**config.mk**
```make
export PLATFORM = sky130hd
export DESIGN_NAME = flash_erase_seq
export DESIGN_NICKNAME = d
export VERILOG_FILES = /design/src/rtl/flash_erase_seq.sv
export SDC_FILE = /design/constraint.sdc
export NUM_CORES = 1
export LEC_CHECK = 0
export ABC_AREA = 0
export ABC_CLOCK_PERIOD_IN_PS = 2430
export BUFFER_PORTS_ARGS = -buffer_cell sky130_fd_sc_hd__buf_2
export CAP_MARGIN = 10
export CORE_ASPECT_RATIO = 1.5
export CORE_UTILIZATION = 25
export DETAILED_ROUTE_END_ITERATION = 10
export GPL_ROUTABILITY_DRIVEN = 0
export MAX_ROUTING_LAYER = met4
export PLACE_DENSITY = 0.47
export SETUP_SLACK_MARGIN = 0.15
export SLEW_MARGIN = 20
export SYNTH_ARGS = -nofsm -noshare
export SYNTH_HDL_FRONTEND = slang
export SYNTH_SLANG_ARGS = --single-unit
```
**constraint.sdc**
```tcl
create_clock -name clk -period 2.43 [get_ports clk]
set_input_delay 0.486 -clock clk [delete_from_list [all_inputs] [get_ports clk]]
set_output_delay 0.486 -clock clk [all_outputs]
set_load 0.02 [all_outputs]
```
**src/rtl/flash_erase_seq.sv**
```systemverilog
module flash_erase_seq #(
  parameter int ADDR_W      = 17,
  parameter int ERASE_WAIT  = 1000000,
  parameter int VERIFY_WAIT = 600,
  parameter int MAX_ERASES  = 1000
) (
  input  logic              clk,
  input  logic              rst_n,
  input  logic              start,
  output logic              busy,
  output logic              pass,
  output logic              fail,
  output logic              prog_start,
  input  logic              prog_done,
  output logic              bus_req,
  output logic              bus_we,
  output logic [ADDR_W-1:0] bus_addr,
  output logic [7:0]        bus_wdata,
  input  logic [7:0]        bus_rdata,
  input  logic              bus_done
);

  localparam int MAXW = (ERASE_WAIT > VERIFY_WAIT) ? ERASE_WAIT : VERIFY_WAIT;
  localparam int WW   = $clog2(MAXW + 1);
  localparam int CW   = $clog2(MAX_ERASES + 1);
  localparam logic [7:0] CMD_ERASE  = 8'h20;
  localparam logic [7:0] CMD_VERIFY = 8'hA0;
  localparam logic [7:0] CMD_READ   = 8'h00;

  typedef enum logic [3:0] {
    S_IDLE, S_PSTART, S_PWAIT, S_ER1, S_ER2, S_EWAIT,
    S_VSET, S_VWAIT, S_VREAD, S_RDCMD
  } st_t;

  st_t               state;
  logic [ADDR_W-1:0] addr_q;
  logic [CW-1:0]     ecnt;
  logic [WW-1:0]     wcnt;

  wire last_addr = (addr_q == {ADDR_W{1'b1}});
  wire byte_ok   = (bus_rdata == 8'hFF);

  assign busy       = (state != S_IDLE);
  assign prog_start = (state == S_PSTART);
  assign bus_req    = (state == S_ER1) || (state == S_ER2) || (state == S_VSET) ||
                      (state == S_VREAD) || (state == S_RDCMD);
  assign bus_we     = (state != S_VREAD);
  assign bus_addr   = ((state == S_VSET) || (state == S_VREAD)) ? addr_q : '0;

  always_comb begin
    case (state)
      S_ER1, S_ER2: bus_wdata = CMD_ERASE;
      S_VSET:       bus_wdata = CMD_VERIFY;
      default:      bus_wdata = CMD_READ;
    endcase
  end

  always_ff @(posedge clk or negedge rst_n) begin
    if (!rst_n) begin
      state  <= S_IDLE;
      addr_q <= '0;
      ecnt   <= '0;
      wcnt   <= '0;
      pass   <= 1'b0;
      fail   <= 1'b0;
    end else begin
      case (state)
        S_IDLE: if (start) begin
          pass   <= 1'b0;
          fail   <= 1'b0;
          addr_q <= '0;
          ecnt   <= '0;
          state  <= S_PSTART;
        end
        S_PSTART: state <= S_PWAIT;
        S_PWAIT: if (prog_done) begin
          ecnt  <= CW'(1);
          state <= S_ER1;
        end
        S_ER1: if (bus_done) state <= S_ER2;
        S_ER2: if (bus_done) begin
          wcnt  <= '0;
          state <= S_EWAIT;
        end
        S_EWAIT: begin
          if (wcnt == WW'(ERASE_WAIT - 1)) begin
            wcnt  <= '0;
            state <= S_VSET;
          end else begin
            wcnt <= wcnt + 1'b1;
          end
        end
        S_VSET: if (bus_done) begin
          wcnt  <= '0;
          state <= S_VWAIT;
        end
        S_VWAIT: begin
          if (wcnt == WW'(VERIFY_WAIT - 1)) begin
            wcnt  <= '0;
            state <= S_VREAD;
          end else begin
            wcnt <= wcnt + 1'b1;
          end
        end
        S_VREAD: if (bus_done) begin
          if (byte_ok) begin
            if (last_addr) begin
              state <= S_RDCMD;
            end else begin
              addr_q <= addr_q + 1'b1;
              state  <= S_VSET;
            end
          end else if (ecnt == CW'(MAX_ERASES)) begin
            fail  <= 1'b1;
            state <= S_IDLE;
          end else begin
            ecnt  <= ecnt + 1'b1;
            state <= S_ER1;
          end
        end
        S_RDCMD: if (bus_done) begin
          pass  <= 1'b1;
          state <= S_IDLE;
        end
        default: state <= S_IDLE;
      endcase
    end
  end

  p_busy_no_result_r9: assert property (@(posedge clk) disable iff (!rst_n)
    busy |-> !(pass || fail));

  p_single_outcome_r10: assert property (@(posedge clk) disable iff (!rst_n)
    !(pass && fail));

  p_req_held_r4: assert property (@(posedge clk) disable iff (!rst_n)
    (bus_req && !bus_done) |=> (bus_req && $stable(bus_addr) && $stable(bus_we) && $stable(bus_wdata)));

  p_count_bound_r7: assert property (@(posedge clk) disable iff (!rst_n)
    ecnt <= CW'(MAX_ERASES));

  p_resume_addr_r6: assert property (@(posedge clk) disable iff (!rst_n)
    (bus_req && !bus_we && bus_done && !byte_ok) |=> $stable(addr_q));

  p_pass_after_write_r8: assert property (@(posedge clk) disable iff (!rst_n)
    $rose(pass) |-> $past(bus_req && bus_we && bus_done && bus_wdata == 8'h00));

endmodule

```
# --- After elaboration in Yosys (flattened, before gate mapping) ---
# Cells that the tools add are included.
# W data, S select, Z words.
classes:
  add_sub_neg: 3
  n_eq_ne: 30
  muxes: 37
  n_reduce_logical: 19
ops:
  columns: ["cell", "n"]
  rows:
  - ["$mux W17", 5]
  - ["$mux W20", 3]
  - ["$pmux W20 S3", 1]
  - ["$mux W10", 5]
  - ["$mux W4", 11]
  - ["$pmux W4 S10", 1]
  - ["$pmux W17 S2", 1]
  - ["$pmux W10 S3", 1]
  - ["$ne A2 B2 Y1 const B", 13]
  - ["$add A20 B1 Y20 const B", 1]
  - ["$eq A20 B10 Y1 const B", 1]
  - ["$eq A20 B20 Y1 const B", 1]
  - ["$add A17 B1 Y17 const B", 1]
  - ["$eq A17 B17 Y1 const B", 1]
  - ["$eq A4 B3 Y1 const B", 4]
  - ["$pmux W8 S2", 1]
  - ["$add A10 B1 Y10 const B", 1]
  - ["$eq A10 B10 Y1 const B", 1]
  - ["$reduce_and A5 Y1", 2]
  - ["$reduce_and A9 Y1", 1]
  - ["$eq A4 B2 Y1 const B", 2]
  - ["$eq A4 B4 Y1 const B", 2]
  - ["$eq A8 B8 Y1 const B", 1]
  - ["$reduce_and A6 Y1", 1]
  - ["14 further kinds", 27]
word_totals:
  regBits: 53
  input_bits: 13
  out_inout_bits: 31

# --- Depth between registers and ports, before layout ---
# Gate-level depths: netlist of run 1.
logic_depth:
  word_depth: 5
  mapped_depth: 9
  mapped_depth_nobuf: 9

# --- Worst setup path before layout of run 1 ---
# OpenSTA, ideal clock, no wires.
synth_path:
  path_type: "register -> register"
  start: "reg addr_q[4]"
  end: "reg addr_q[15]"
  arrival_time_ps: 2396
  required_ps: 2353
  slack_ps: -44
  stages_incl_launch_ff: 10
  path_buffers: 0
  cell_sequence: "dfrtp_1 > and3_1 > and2_1 > nand4_1 > nor3_1 > ha_1 > o31ai_4 > nand3_1 > or4_1 > a21oi_1"
synth_between:
  elab_chain_cells: 5
synth_rtl:
  columns: ["item", "line_no", "text"]
  rows:
  - ["start: declaration", "36", "logic [ADDR_W-1:0] addr_q;"]
  - ["start signal: assignment", "110", "addr_q <= addr_q + 1'b1;"]
  - ["$add A17 B1 Y17", "110", null]
  - ["$mux W17", "107", "if (last_addr) begin"]
  - ["$mux W17", "106", "if (byte_ok) begin"]
  - ["$mux W17", "105", "S_VREAD: if (bus_done) begin"]
  - ["$pmux W17 S2", "67", "case (state)"]
# Several ways; a longest one is shown, not always the timed one. The select of a mux whose other input is x is not followed.
# A chain may end at the register's enable or synchronous reset.

# --- Worst setup path after layout of run 1 ---
layout_path:
  start: "reg state[1]"
  end: "out bus_addr[4]"
layout_between:
  elab_chain_cells: 3
layout_rtl:
  columns: ["item", "line_no", "text"]
  rows:
  - ["start: declaration", "35", "st_t state;"]
  - ["start signal: assignment", "60", "state <= S_IDLE;"]
  - ["start signal: assignment", "73", "state <= S_PSTART;"]
  - ["start signal: assignment", "75", "S_PSTART: state <= S_PWAIT;"]
  - ["$eq A4 B3 Y1 or $eq A4 B4 Y1 (tied branches)", "48", "assign bus_addr = ((state == S_VSET) || (state == S_VREAD)) ? addr_q : '0;"]
  - ["$logic_or A1 B1 Y1 (*)", "48", null]
  - ["$mux W17 (*)", "48", null]
  - ["end: declaration", "17", "output logic [ADDR_W-1:0] bus_addr,"]
# Mark *: on every way between the ends. The rest lies on a longest branch, timed or not.

==> results_tabular.tex, run 1 <==
\begin{tabular}{lr}
\hline
Metric & Value \\
\hline
\multicolumn{2}{l}{\textbf{Critical path}} \\
\quad Startpoint type of the worst setup path & flip-flop \\
\quad Arrival time reported for the critical path endpoint & 1770 ps \\
\quad Start point of the critical path & state[1]\$\_DFFE\_PN0P\_ \\
\quad Critical Path Sink Type & primary output \\
\quad Data required, critical path & just under 2000 ps \\
\quad Endpoint of the worst-slack reg-to-reg timing path & addr\_q[12]\$\_DFFE\_PN0P\_ \\
\quad Crit Reg-Reg Startpoint & addr\_q[5]\$\_DFFE\_PN0P\_ \\
\quad Start-to-end type of the worst setup path & reg -> out \\
\quad Cell occurring most often along the worst timing path & sky130\_fd\_sc\_hd\_\_nor2\_2 \\
\quad Largest stage delay on the critical path & about 550 ps \\
\quad Worst-case register-to-register setup slack & between 200 and 250 ps \\
\quad Slowest stage cell, crit path & sky130\_fd\_sc\_hd\_\_nor2\_2 \\
\quad Largest driver fanout on the critical path & 17 \\
\quad Number of cells traversed by the worst register-to-register path & 10 \\
\quad Critical path cell sequence & nand2b\_1 > nor2\_2 > nor2\_2 > nor2b\_1 > buf\_2 \\
\multicolumn{2}{l}{\textbf{Yosys}} \\
\quad Synth Area per Inst & about 8.7 um2 \\
\quad Post-synthesis sequential element count & 53 \\
\quad Warnings from Yosys & 0 \\
\quad Area of the mapped netlist & 0.00333 mm2 \\
\quad Mapped Cells & about 380 \\
\quad Share of flip-flops with an asynchronous set or reset after synthesis & 1.00 \\
\quad Post-synth cell types & just over 50 \\
\quad Number of flops mapped to enable cells by yosys & 0 \\
\quad Predominant post-synthesis flop cell & sky130\_fd\_sc\_hd\_\_dfrtp\_1 \\
\quad Sequential share of the synthesized area & 0.398 \\
\multicolumn{2}{l}{\textbf{Placement}} \\
\quad Post-DP HPWL & 6.43 mm \\
\quad Total placed instance area & approximately 0.0038 mm2 \\
\quad Placed cell count & slightly below 600 \\
\quad Count of input and output buffers & 37 \\
\multicolumn{2}{l}{\textbf{Outcome}} \\
\quad Run status & finished clean \\
\multicolumn{2}{l}{\textbf{Layout}} \\
\quad Share of final-layout standard cells stronger than drive strength 1 & 0.245 \\
\quad Final Net Count & between 400 and 500 \\
\quad Diodes inserted & 0 \\
\quad Count of non-filler cells in the finished layout & 603 \\
\quad Final instance area & 0.00414 mm2 \\
\quad Synthesis-to-layout area growth & 24.2\% \\
\multicolumn{2}{l}{\textbf{STA}} \\
\quad Slew at the pin closest to its max-slew limit & about 690 ps \\
\quad Max-Slew Margin vs Limit & 0.539 \\
\quad Number of hold violations in the final report & 0 \\
\quad Setup violations, final & 0 \\
\quad Final min period & approximately 2300 ps \\
\quad Number of max-slew violations in the final report & 0 \\
\quad Final sum of negative setup slack & 0 ps \\
\quad Post-route clock period utilization & 0.927 \\
\quad RSZ-0062 raised after global routing & true \\
\quad Highest achievable clock rate & $\sim$440 MHz \\
\quad Maximum clock skew at final layout & between 10 and 15 ps \\
\multicolumn{2}{l}{\textbf{Floorplanning}} \\
\quad Top-Level Pins & 44 \\
\quad Width of the die & approximately 96 um \\
\quad Starting utilization of the core area & 0.256 \\
\quad Height of the chip & $\sim$140 um \\
\quad Die Area & around 0.014 mm2 \\
\quad Core region area & 0.0130 mm2 \\
\quad Cell Rows & 51 \\
\multicolumn{2}{l}{\textbf{Clocking}} \\
\quad H-Tree Level Count & 2 \\
\quad Clk slew on worst S/H paths & about 80 ps \\
\quad Maximum root-to-sink buffer count & 2 \\
\quad Later-pin clock latency in the skew report & roughly 300 ps \\
\quad TritonCTS clock tree & done \\
\quad TritonCTS Buffers & 5 \\
\quad Clock root buffer & sky130\_fd\_sc\_hd\_\_clkbuf\_16 \\
\quad TritonCTS sink count & between 50 and 60 \\
\multicolumn{2}{l}{\textbf{Global routing}} \\
\quad Number of antenna violations at the first check in global routing & 0 \\
\quad Tot GR Track Use & 0.139 \\
\quad Maximum number of pins on one net before global-route repair & 46 \\
\quad Number of global-route vias before repair & a little under 3000 \\
\quad First-pass GRT wire length & between 10 and 15 mm \\
\quad Residual overflow from global routing & 0 \\
\multicolumn{2}{l}{\textbf{Routing}} \\
\quad Remaining antenna violation count & 0 \\
\quad Residual DRC count & 0 \\
\quad Routed via count & 3000 \\
\quad Number of design-rule violations left by the first detailed-router iteration & 73 \\
\quad WL per Instance & 14.7 um \\
\quad Routed vias/inst & around 5.0 \\
\quad 1st-pass router iterations & 5 \\
\quad Detailed-route wire length & around 8.8 mm \\
\multicolumn{2}{l}{\textbf{Power}} \\
\quad Overall power of the completed layout & approximately 3.1 mW \\
\quad Maximum vdd ir drop & roughly 0.31 mV \\
\quad Pwr dens & about 750 mW/mm2 \\
\quad Leakage component of the power & between 1.5 and 2 nW \\
\multicolumn{2}{l}{\textbf{Run}} \\
\quad Max Cap Viol & 0 \\
\multicolumn{2}{l}{\textbf{Hold path}} \\
\quad Worst hold-check path type & in -> async \\
\hline
\end{tabular}
==> logic make-up after synthesis <==
logic type | synth area share
xor+xnor | 0.0683
fa+ha+maj | 0.0225
flops | 0.398
buf+inv | 0.0469
compound gates | 0.140
mux | 0.0165
simple gates | 0.307
other cells | 0.00112
==> sequential cells by signal, indices dropped and copies added (netlist names) <==
| name | flops |
|---|---|
| wcnt | 20 |
| fail | 1 |
| addr_q | 17 |
| state | 4 |
| ecnt | 10 |
| pass | 1 |
==> stage by stage <==
stage	utilization	setup slack (ps)	hold slack, ps
after floorplan	-	129	190
after global placement	0.293	67.0	369
after detailed placement	0.293	58.2	371
after CTS	0.311	102	45.9
after global routing	0.318	37.8	63.6
final	0.318	178	44.0
==> report_power, final <==
part / switching (mW) / total, mW / internal, mW
Clock: 0.351 / 0.739 / 0.388
Sequential: 0.101 / 1.07 / 0.968
Combinational: 0.790 / 1.31 / 0.524
==> cell usage after synthesis, types with 2 or more instances <==
master	n	area (um2)
sky130_fd_sc_hd__ha_1	6	75.1
sky130_fd_sc_hd__a31oi_1	3	18.8
sky130_fd_sc_hd__dfrtp_1	53	1330
sky130_fd_sc_hd__inv_1	13	48.8
sky130_fd_sc_hd__or4_1	5	37.5
sky130_fd_sc_hd__nand4b_1	2	17.5
sky130_fd_sc_hd__nor3_1	12	60.1
sky130_fd_sc_hd__nand2_1	29	109
sky130_fd_sc_hd__o31ai_1	12	90.1
sky130_fd_sc_hd__or3_1	9	56.3
sky130_fd_sc_hd__o21a_1	2	15.0
sky130_fd_sc_hd__buf_2	8	40.0
sky130_fd_sc_hd__buf_4	6	45.0
sky130_fd_sc_hd__nor4b_1	2	17.5
sky130_fd_sc_hd__and4_1	3	26.3
sky130_fd_sc_hd__xnor2_1	17	149
sky130_fd_sc_hd__or2_1	2	12.5
sky130_fd_sc_hd__o32a_1	2	20.0
sky130_fd_sc_hd__o41ai_1	4	35.0
sky130_fd_sc_hd__nand4_1	18	113
sky130_fd_sc_hd__mux2_2	3	33.8
sky130_fd_sc_hd__and2_1	3	18.8
sky130_fd_sc_hd__a22o_1	5	43.8
sky130_fd_sc_hd__and3_1	5	31.3
sky130_fd_sc_hd__a21oi_1	16	80.1
sky130_fd_sc_hd__or2_2	2	12.5
sky130_fd_sc_hd__o221ai_1	2	17.5
sky130_fd_sc_hd__nand3_1	13	65.1
sky130_fd_sc_hd__a21o_1	2	15.0
sky130_fd_sc_hd__nor2b_1	15	93.8
sky130_fd_sc_hd__xor2_1	9	78.8
sky130_fd_sc_hd__nor2_1	51	191
sky130_fd_sc_hd__clkbuf_1	6	22.5
sky130_fd_sc_hd__nand2b_1	4	25.0
sky130_fd_sc_hd__o21ai_0	15	75.1
sky130_fd_sc_hd__nor4_1	9	56.3
==> repair_timing <==
action / 4_1_cts / 5_1_grt
pin swaps: 7 / 6
endpoints found under the setup margin: 24 / 34
buffers inserted: 5 / 6
resized for setup: 12 / 13
hold buffers: 0 / 0
==> routing by layer <==
metal	part of all wire	vias up	global-route usage
li1	-	1489	-
met5	0	-	-
met3	0.032	7	0.0238
met1	0.41	1449	0.144
met2	0.55	55	0.261
met4	0.012	0	0.0433
==> worst max path at each step <==
stage	end	slack, ps	depth (start not counted)
floorplan	addr_q[15]$_DFFE_PN0P_	130	9
global placement	addr_q[8]$_DFFE_PN0P_	70	10
detailed placement	addr_q[8]$_DFFE_PN0P_	60	10
CTS	bus_addr[4]	100	5
global route	bus_addr[4]	40	5
finish	bus_addr[4]	180	5
==> cell usage in the layout, fill, tap and decap left out, types with 6 or more instances in the layout <==
cell type	netlist	routed
sky130_fd_sc_hd__a21oi_1	16	13
sky130_fd_sc_hd__buf_2	8	36
sky130_fd_sc_hd__buf_4	6	27
sky130_fd_sc_hd__conb_1	1	6
sky130_fd_sc_hd__dfrtp_1	53	51
sky130_fd_sc_hd__inv_1	13	13
sky130_fd_sc_hd__nand2_1	29	28
sky130_fd_sc_hd__nand3_1	13	11
sky130_fd_sc_hd__nand4_1	18	18
sky130_fd_sc_hd__nor2_1	51	48
sky130_fd_sc_hd__nor2b_1	15	15
sky130_fd_sc_hd__nor3_1	12	11
sky130_fd_sc_hd__nor4_1	9	7
sky130_fd_sc_hd__o21ai_0	15	15
sky130_fd_sc_hd__o31ai_1	12	11
sky130_fd_sc_hd__or3_1	9	6
sky130_fd_sc_hd__xnor2_1	17	17
sky130_fd_sc_hd__xor2_1	9	9
==> worst max-delay path, delay by kind of cell, from the launching register on <==
family	cells	cell delay (ps)
AND/OR/NAND/NOR	4	840
flip-flops	1	450
buffers and inverters	1	190
==> final cells by class <==
cell class | instances | area (um2)
clock buffer | 5 | 125
clock inverter | 3 | 25.0
fill | 1382 | 8880
inverter | 13 | 48.8
multi-input combinational | 302 | 1960
sequential | 53 | 1330
tap | 159 | 199
timing repair buffer | 68 | 457
No activity file was read; power rests on OpenSTA's default activity.
==> inputs of run 2 (changes only) <==
--- a/config.mk
+++ b/config.mk
@@ -6,15 +6,14 @@
 export NUM_CORES = 1
 export LEC_CHECK = 0
 export ABC_AREA = 0
-export ABC_CLOCK_PERIOD_IN_PS = 2430
 export BUFFER_PORTS_ARGS = -buffer_cell sky130_fd_sc_hd__buf_2
 export CAP_MARGIN = 10
 export CORE_ASPECT_RATIO = 1.5
 export CORE_UTILIZATION = 25
 export DETAILED_ROUTE_END_ITERATION = 10
-export GPL_ROUTABILITY_DRIVEN = 0
 export MAX_ROUTING_LAYER = met4
 export PLACE_DENSITY = 0.47
+export RECOVER_POWER = 25
 export SETUP_SLACK_MARGIN = 0.15
 export SLEW_MARGIN = 20
 export SYNTH_ARGS = -nofsm -noshare
==> results_tabular.tex, run 2 (synthesized netlist as in run 1, its figures left out) <==
\begin{tabular}{lr}
\hline
Metric & Value \\
\hline
\multicolumn{2}{l}{\textbf{Global routing}} \\
\quad Number of antenna violations at the first check in global routing & 0 \\
\quad Met1 track demand over resource & 0.144 \\
\quad Gr busiest metal & met2 \\
\quad Tot GR Track Use & 0.139 \\
\quad Maximum number of pins on one net before global-route repair & 46 \\
\quad Met2 layer usage reported by global route & 0.261 \\
\quad First-pass GRT wire length & between 10 and 15 mm \\
\quad Number of global-route vias before repair & between 2000 and 3000 \\
\quad Residual overflow from global routing & 0 \\
\quad Met3 usage & 0.0238 \\
\multicolumn{2}{l}{\textbf{Layout}} \\
\quad Register with the most flip-flops & wcnt \\
\quad Most common cell after layout, fill and taps aside & sky130\_fd\_sc\_hd\_\_dfrtp\_1 \\
\quad Max reg flops & 20 \\
\quad Final core utilization & 0.317 \\
\quad Synthesis-to-layout area growth & 23.7\% \\
\quad Diodes inserted & 0 \\
\quad Most frequent cells in the layout & 51 x sky130\_fd\_sc\_hd\_\_dfrtp\_1, 48 x sky130\_fd\_sc\_hd\_\_nor2\_1, 35 x sky130\_fd\_sc\_hd\_\_buf\_2 \\
\quad Final Net Count & 462 \\
\quad Top Registers & wcnt: 20 flops, addr\_q: 17 flops, ecnt: 10 flops \\
\quad Share of final-layout standard cells stronger than drive strength 1 & 0.243 \\
\multicolumn{2}{l}{\textbf{STA}} \\
\quad RSZ-0062 raised after global routing & true \\
\quad Final sum of negative setup slack & 0 ps \\
\quad Maximum clock skew at final layout & roughly 11 ps \\
\quad Number of max-slew violations in the final report & 0 \\
\quad Number of hold violations in the final report & 0 \\
\quad Highest achievable clock rate & roughly 440 MHz \\
\quad Final min period & 2250 ps \\
\quad Final-layout worst hold slack & approximately 130 ps \\
\quad Slew at the pin closest to its max-slew limit & 1150 ps \\
\quad Max-Slew Margin vs Limit & 0.230 \\
\quad Post-route clock period utilization & 0.926 \\
\quad Setup violations, final & 0 \\
\multicolumn{2}{l}{\textbf{Critical path}} \\
\quad Startpoint type of the worst setup path & flip-flop \\
\quad Critical path cell sequence & nand2b\_1 > nor2\_2 > nor2\_2 > nor2b\_1 > buf\_2 \\
\quad Total buffers and inverters traversed by the critical path & 1 \\
\quad Arrival time reported for the critical path endpoint & approximately 1800 ps \\
\quad Start-to-end type of the worst setup path & reg -> out \\
\quad Largest driver fanout on the critical path & 17 \\
\quad Cell occurring most often along the worst timing path & sky130\_fd\_sc\_hd\_\_nor2\_2 \\
\quad Slowest stage cell, crit path & sky130\_fd\_sc\_hd\_\_nor2\_2 \\
\quad Data required, critical path & a little under 2000 ps \\
\quad Crit path max-delay family & simple AND/OR/NAND/NOR gates \\
\quad Largest stage delay on the critical path & 540 ps \\
\quad Critical Path Sink Type & primary output \\
\multicolumn{2}{l}{\textbf{Routing}} \\
\quad Detailed-route wire length & around 8.9 mm \\
\quad Routed vias/inst & between 4 and 5 \\
\quad Number of design-rule violations left by the first detailed-router iteration & 60 \\
\quad Remaining antenna violation count & 0 \\
\quad 1st-pass router iterations & 5 \\
\quad Routed via count & about 3000 \\
\quad Residual DRC count & 0 \\
\quad WL per Instance & approximately 15 um \\
\multicolumn{2}{l}{\textbf{Power}} \\
\quad Switching power & 1.24 mW \\
\quad Leakage component of the power & roughly 1.7 nW \\
\quad Maximum vdd ir drop & around 0.31 mV \\
\quad Cell-internal power & approximately 1.9 mW \\
\quad Clk network pwr share & 0.238 \\
\quad Switching power share of the total & 0.398 \\
\quad Fraction of power consumed by combinational cells & 0.419 \\
\quad Proportion of power drawn by flip-flops and latches & 0.343 \\
\quad Overall power of the completed layout & 3.12 mW \\
\quad Pwr dens & approximately 760 mW/mm2 \\
\multicolumn{2}{l}{\textbf{Clocking}} \\
\quad Clock root buffer & sky130\_fd\_sc\_hd\_\_clkbuf\_16 \\
\quad TritonCTS Buffers & 5 \\
\quad TritonCTS clock tree & done \\
\quad Later-pin clock latency in the skew report & about 300 ps \\
\quad H-Tree Level Count & 2 \\
\quad Clk slew on worst S/H paths & 80 ps \\
\quad Maximum root-to-sink buffer count & 2 \\
\quad TritonCTS sink count & 53 \\
\quad CTS Hold Buffers Added & 0 \\
\multicolumn{2}{l}{\textbf{Floorplanning}} \\
\quad Top-Level Pins & between 40 and 50 \\
\quad Core region area & 0.0130 mm2 \\
\quad Cell Rows & slightly above 50 \\
\quad Width of the die & 96.3 um \\
\quad Starting utilization of the core area & 0.256 \\
\quad Die Area & roughly 0.014 mm2 \\
\quad Height of the chip & $\sim$140 um \\
\multicolumn{2}{l}{\textbf{Run}} \\
\quad Max Cap Viol & 0 \\
\multicolumn{2}{l}{\textbf{Hold path}} \\
\quad Worst hold-check path type & in -> async \\
\multicolumn{2}{l}{\textbf{Placement}} \\
\quad Post-DP HPWL & roughly 6.4 mm \\
\quad Gpl congestion & approximately 0.8 \\
\quad Count of input and output buffers & 37 \\
\multicolumn{2}{l}{\textbf{Outcome}} \\
\quad Run status & finished clean \\
\hline
\end{tabular}
run 2: cell count changes in the layout (fill, tap and decap cells not counted):
cell / previous run / this run
sky130_fd_sc_hd__buf_12: 2 / 1
sky130_fd_sc_hd__buf_2: 36 / 35
sky130_fd_sc_hd__clkbuf_1: 0 / 1
sky130_fd_sc_hd__clkbuf_2: 0 / 1
run 2: stage by stage:
step / area (um2) / std cells / worst slack, ps
final: 4120 / 603 / 180
after floorplan: 3360 / 388 / 129
after CTS: 4050 / 597 / 102
after global routing: 4120 / 603 / 37.8
after global placement: 3810 / 584 / 67.0
after detailed placement: 3810 / 584 / 58.2
run 2: what timing repair did:
item,4_1_cts,5_1_grt
resized for setup,12,13
setup endpoints to repair,24,34
pin swaps,7,6
buffers inserted,5,6
run 2: path summary, 6_finish.rpt:
| kind | start | end | slack [ps] | depth (start not counted) |
|---|---|---|---|---|
| min | rst_n | ecnt[9]$_DFFE_PN0P_ | 130 | 1 |
| max in group asynchronous | rst_n | wcnt[0]$_DFFE_PN0P_ | 720 | 2 |
| max | state[1]$_DFFE_PN0P_ | bus_addr[4] | 180 | 5 |
| max reg2reg | addr_q[5]$_DFFE_PN0P_ | addr_q[12]$_DFFE_PN0P_ | 230 | 10 |
| min in group clk | fail$_DFFE_PN0P_ | fail$_DFFE_PN0P_ | 500 | 2 |
| min reg2reg | fail$_DFFE_PN0P_ | fail$_DFFE_PN0P_ | 500 | 2 |
run 2: area by class of cell:
class                   instances  area, um2
clock buffers                   5        125
clock inverters                 3       25.0
fillers                      1384       8890
inverters                      13       48.8
multi-input cells             302       1960
flip-flops and latches         53       1330
well taps                     159        199
repair buffers                 68        440
run 2: layer usage:
layer | vias up | wire (um) | part of all wire
met5 | - | 0 | 0
met2 | 56 | 4880 | 0.55
li1 | 1489 | - | -
met1 | 1446 | 3550 | 0.40
met4 | 0 | 110 | 0.012
met3 | 8 | 326 | 0.037
run 2: power by group through the flow:
stage / logic, mW / clock network [mW] / registers, mW
after floorplan: 0.824 / 0 / 1.07
after global placement: 1.25 / 0 / 1.08
after detailed placement: 1.24 / 0 / 1.08
after CTS: 1.27 / 0.775 / 1.07
after global routing: 1.44 / 0.804 / 1.08
final: 1.31 / 0.743 / 1.07
run 2: worst reg2reg max path, cell delays in order, from the launching register on:
cell                      delay, ps
sky130_fd_sc_hd__dfrtp_1        400
sky130_fd_sc_hd__and3_4         190
sky130_fd_sc_hd__and2_4         150
sky130_fd_sc_hd__nand4_1        150
sky130_fd_sc_hd__nor3_2          60
sky130_fd_sc_hd__ha_2           190
sky130_fd_sc_hd__o31ai_4        260
sky130_fd_sc_hd__buf_6          160
sky130_fd_sc_hd__nand3_2        100
sky130_fd_sc_hd__or3_4          340
sky130_fd_sc_hd__a21oi_2        130
==> inputs of run 3 (changes only) <==
--- a/config.mk
+++ b/config.mk
@@ -5,7 +5,8 @@
 export SDC_FILE = /design/constraint.sdc
 export NUM_CORES = 1
 export LEC_CHECK = 0
-export ABC_AREA = 0
+export ABC_AREA = 1
+export ABC_CLOCK_PERIOD_IN_PS = 2430
 export BUFFER_PORTS_ARGS = -buffer_cell sky130_fd_sc_hd__buf_2
 export CAP_MARGIN = 10
 export CORE_ASPECT_RATIO = 1.5
==> results_tabular.tex, run 3 <==
\begin{tabular}{lr}
\hline
Metric & Value \\
\hline
\multicolumn{2}{l}{\textbf{Hold path}} \\
\quad Startpoint of the most critical hold path & bus\_done \\
\quad End point of the most critical hold path & pass\$\_DFFE\_PN0P\_ \\
\quad Worst hold-check path type & in -> reg \\
\quad Depth of the worst hold-timing path & 3 \\
\multicolumn{2}{l}{\textbf{Critical path}} \\
\quad Number of cells traversed by the worst register-to-register path & 13 \\
\quad Cell occurring most often along the worst timing path & sky130\_fd\_sc\_hd\_\_nand2\_4 \\
\quad Startpoint type of the worst setup path & flip-flop \\
\quad Arrival time reported for the critical path endpoint & roughly 2400 ps \\
\quad Slowest stage cell, crit path & sky130\_fd\_sc\_hd\_\_dfrtp\_1 \\
\quad Worst-case register-to-register setup slack & $\sim$230 ps \\
\quad Start-to-end type of the worst setup path & reg -> reg \\
\quad Critical Path Sink Type & flip-flop \\
\quad Largest stage delay on the critical path & 430 ps \\
\quad Largest driver fanout on the critical path & 6 \\
\quad Total buffers and inverters traversed by the critical path & 2 \\
\quad Data required, critical path & between 2000 and 3000 ps \\
\quad Critical path cell sequence & ha\_4 > nand2\_4 > nor3\_4 > nand3\_2 > nor4\_4 > ha\_2 > inv\_2 > nand3\_4 > nand2\_4 > nand2\_8 > buf\_6 > nand2\_2 > o31ai\_2 \\
\quad Crit Reg-Reg Startpoint & addr\_q[0]\$\_DFFE\_PN0P\_ \\
\quad Endpoint of the worst-slack reg-to-reg timing path & addr\_q[4]\$\_DFFE\_PN0P\_ \\
\quad Crit path max-delay family & simple AND/OR/NAND/NOR gates \\
\quad CP Depth & 13 \\
\multicolumn{2}{l}{\textbf{Clocking}} \\
\quad TritonCTS sink count & between 50 and 60 \\
\quad CTS Hold Buffers Added & 0 \\
\quad TritonCTS clock tree & done \\
\quad Clock root buffer & sky130\_fd\_sc\_hd\_\_clkbuf\_16 \\
\quad TritonCTS Buffers & 5 \\
\quad Later-pin clock latency in the skew report & 300 ps \\
\quad Clk slew on worst S/H paths & about 80 ps \\
\quad Maximum root-to-sink buffer count & 2 \\
\quad H-Tree Level Count & 2 \\
\multicolumn{2}{l}{\textbf{Yosys}} \\
\quad Area of the mapped netlist & slightly below 0.004 mm2 \\
\quad Post-synth cell types & 31 \\
\quad Predominant post-synthesis flop cell & sky130\_fd\_sc\_hd\_\_dfrtp\_1 \\
\quad Warnings from Yosys & 0 \\
\quad Synth Area per Inst & 6.68 um2 \\
\quad Number of flops mapped to enable cells by yosys & 0 \\
\quad Sequential share of the synthesized area & 0.340 \\
\quad Share of flip-flops with an asynchronous set or reset after synthesis & 1.00 \\
\quad Cell with the most instances after synthesis & sky130\_fd\_sc\_hd\_\_nand2\_1 \\
\quad Commonest cells post-synth & 147 x sky130\_fd\_sc\_hd\_\_nand2\_1, 88 x sky130\_fd\_sc\_hd\_\_inv\_1, 78 x sky130\_fd\_sc\_hd\_\_nor2\_1 \\
\quad Mapped Cells & a little under 600 \\
\quad Area share of the largest cell type after synthesis & 0.340 \\
\quad Biggest area contributors in the synthesized netlist & sky130\_fd\_sc\_hd\_\_dfrtp\_1 34\%, sky130\_fd\_sc\_hd\_\_nand2\_1 14\%, sky130\_fd\_sc\_hd\_\_nand3\_1 8.6\% \\
\quad Post-synthesis sequential element count & 53 \\
\quad Cell type with the highest aggregate area in the netlist & sky130\_fd\_sc\_hd\_\_dfrtp\_1 \\
\multicolumn{2}{l}{\textbf{Layout}} \\
\quad Count of non-filler cells in the finished layout & approximately 840 \\
\quad Share of final-layout standard cells stronger than drive strength 1 & 0.199 \\
\quad Final Net Count & $\sim$660 \\
\quad Final instance area & 0.00472 mm2 \\
\quad Most common cell after layout, fill and taps aside & sky130\_fd\_sc\_hd\_\_nand2\_1 \\
\quad Diodes inserted & 0 \\
\quad Top Registers & wcnt: 20 flops, addr\_q: 17 flops, ecnt: 10 flops \\
\quad Most frequent cells in the layout & 143 x sky130\_fd\_sc\_hd\_\_nand2\_1, 85 x sky130\_fd\_sc\_hd\_\_inv\_1, 77 x sky130\_fd\_sc\_hd\_\_nor2\_1 \\
\quad Synthesis-to-layout area growth & 20.8\% \\
\quad Register with the most flip-flops & wcnt \\
\quad Filler instances & 1655 \\
\quad Max reg flops & 20 \\
\multicolumn{2}{l}{\textbf{STA}} \\
\quad Final min period & around 2200 ps \\
\quad Max-Slew Margin vs Limit & 0.0211 \\
\quad Post-route clock period utilization & 0.904 \\
\quad Slew at the pin closest to its max-slew limit & 1470 ps \\
\quad Setup violations, final & 0 \\
\quad Worst path setup slack after routing & 234 ps \\
\quad Number of hold violations in the final report & 0 \\
\quad Highest achievable clock rate & 455 MHz \\
\quad Final-layout worst hold slack & 469 ps \\
\quad RSZ-0062 raised after global routing & true \\
\quad Number of max-slew violations in the final report & 0 \\
\quad Final sum of negative setup slack & 0 ps \\
\quad Maximum clock skew at final layout & 11.0 ps \\
\multicolumn{2}{l}{\textbf{Routing}} \\
\quad Uppermost signal routing layer after detailed routing & met4 \\
\quad Residual DRC count & 0 \\
\quad WL per Instance & about 13 um \\
\quad Met1 routed wirelength after detailed routing & 4.38 mm \\
\quad Routed via count & about 3800 \\
\quad Remaining antenna violation count & 0 \\
\quad Met2 wire length & $\sim$5.8 mm \\
\quad 1st-pass router iterations & 5 \\
\quad Number of design-rule violations left by the first detailed-router iteration & 186 \\
\quad Detailed-route wire length & 10.9 mm \\
\quad Detailed route wirelength on metal3 & roughly 410 um \\
\quad Routed vias/inst & approximately 4.6 \\
\multicolumn{2}{l}{\textbf{Placement}} \\
\quad Placed cell count & between 800 and 900 \\
\quad Post-DP HPWL & around 8.3 mm \\
\quad Gpl congestion & about 0.91 \\
\quad Total placed instance area & 0.00428 mm2 \\
\quad Setup Slack @ Placement & around 5.6 ps \\
\quad Count of input and output buffers & 37 \\
\multicolumn{2}{l}{\textbf{Floorplanning}} \\
\quad Height of the chip & 155 um \\
\quad Top-Level Pins & 44 \\
\quad Cell Rows & 55 \\
\quad Starting utilization of the core area & 0.257 \\
\quad Core region area & approximately 0.015 mm2 \\
\quad Width of the die & about 100 um \\
\quad Die Area & approximately 0.016 mm2 \\
\multicolumn{2}{l}{\textbf{Power}} \\
\quad Pwr dens & between 700 and 800 mW/mm2 \\
\quad Maximum vdd ir drop & 0.336 mV \\
\quad Leakage component of the power & approximately 2.3 nW \\
\multicolumn{2}{l}{\textbf{Global routing}} \\
\quad Maximum number of pins on one net before global-route repair & 30 \\
\quad Residual overflow from global routing & 0 \\
\quad Tot GR Track Use & 0.139 \\
\quad Number of antenna violations at the first check in global routing & 0 \\
\quad First-pass GRT wire length & $\sim$18 mm \\
\quad Number of global-route vias before repair & $\sim$3700 \\
\multicolumn{2}{l}{\textbf{Outcome}} \\
\quad Run status & finished clean \\
\multicolumn{2}{l}{\textbf{Run}} \\
\quad Max Cap Viol & 0 \\
\hline
\end{tabular}
run 3: changes by cell type after synthesis, moves of 16 or more:
cell	change
sky130_fd_sc_hd__nand2_1	+118
sky130_fd_sc_hd__inv_1	+75
sky130_fd_sc_hd__o21ai_1	+17
sky130_fd_sc_hd__xnor2_1	-16
sky130_fd_sc_hd__nand3_1	+54
sky130_fd_sc_hd__nor2_1	+27
run 3: repair_timing:
action / 4_1_cts / 5_1_grt
gates cloned: 0 / 3
resized for setup: 3 / 34
endpoints found under the setup margin: 14 / 38
buffers inserted: 0 / 15
pin swaps: 0 / 9
run 3: metal layers:
| layer | vias to the layer above | global-route usage |
|---|---|---|
| li1 | 1970 | - |
| met1 | 1780 | 0.146 |
| met2 | 77 | 0.260 |
| met3 | 19 | 0.0209 |
| met4 | 0 | 0.0517 |
| met5 | - | - |
run 3: layout make-up:
| class | count | area (um2) | area share |
|---|---|---|---|
| timing repair inverter | 2 | 17.5 | 0.00371 |
| sequential | 53 | 1330 | 0.282 |
| timing repair buffer | 60 | 385 | 0.0817 |
| clock buffer | 7 | 133 | 0.0281 |
| tap | 199 | 249 | 0.0528 |
| multi-input combinational | 428 | 2240 | 0.474 |
| inverter | 92 | 358 | 0.0759 |
| clock inverter | 1 | 7.51 | 0.00159 |
run 3: how the worst max path moves through the flow:
stage                     startpoint  slack, ps                     end
3_3_place_gp   addr_q[0]$_DFFE_PN0P_        110  addr_q[15]$_DFFE_PN0P_
2_1_floorplan  addr_q[0]$_DFFE_PN0P_        310  addr_q[14]$_DFFE_PN0P_
4_1_cts        addr_q[0]$_DFFE_PN0P_        150  addr_q[14]$_DFFE_PN0P_
6_report       addr_q[0]$_DFFE_PN0P_        230   addr_q[4]$_DFFE_PN0P_
5_1_grt        addr_q[1]$_DFFE_PN0P_        130   addr_q[0]$_DFFE_PN0P_
3_5_place_dp   addr_q[0]$_DFFE_PN0P_          6   addr_q[8]$_DFFE_PN0P_
run 3: metrics by stage:
stage	total power, mW	utilization
2_1_floorplan	2.36	-
6_report	3.62	0.310
5_1_grt	3.90	0.310
3_3_place_gp	2.65	0.281
4_1_cts	3.40	0.291
3_5_place_dp	2.65	0.281
run 3: tightest hold or removal path, cell delays in order:
cell	delay, ps
sky130_fd_sc_hd__buf_2	110
sky130_fd_sc_hd__nand4_1	80
sky130_fd_sc_hd__nand2_1	50
run 3: kinds of logic after synthesis:
family | Yosys count | share of synthesized area
AND/OR/NAND/NOR | 361 | 0.421
buffers and inverters | 110 | 0.127
flip-flops | 53 | 0.340
AO/OA/AOI/OAI | 44 | 0.0702
XOR/XNOR | 10 | 0.0224
adder cells (fa/ha/maj) | 6 | 0.0192
other | 1 | 0.000960
run 3: report_power, final:
group / internal, mW / total [mW] / switching, mW
combinational: 0.531 / 1.69 / 1.16
clock: 0.384 / 0.716 / 0.332
sequential: 1.02 / 1.22 / 0.195
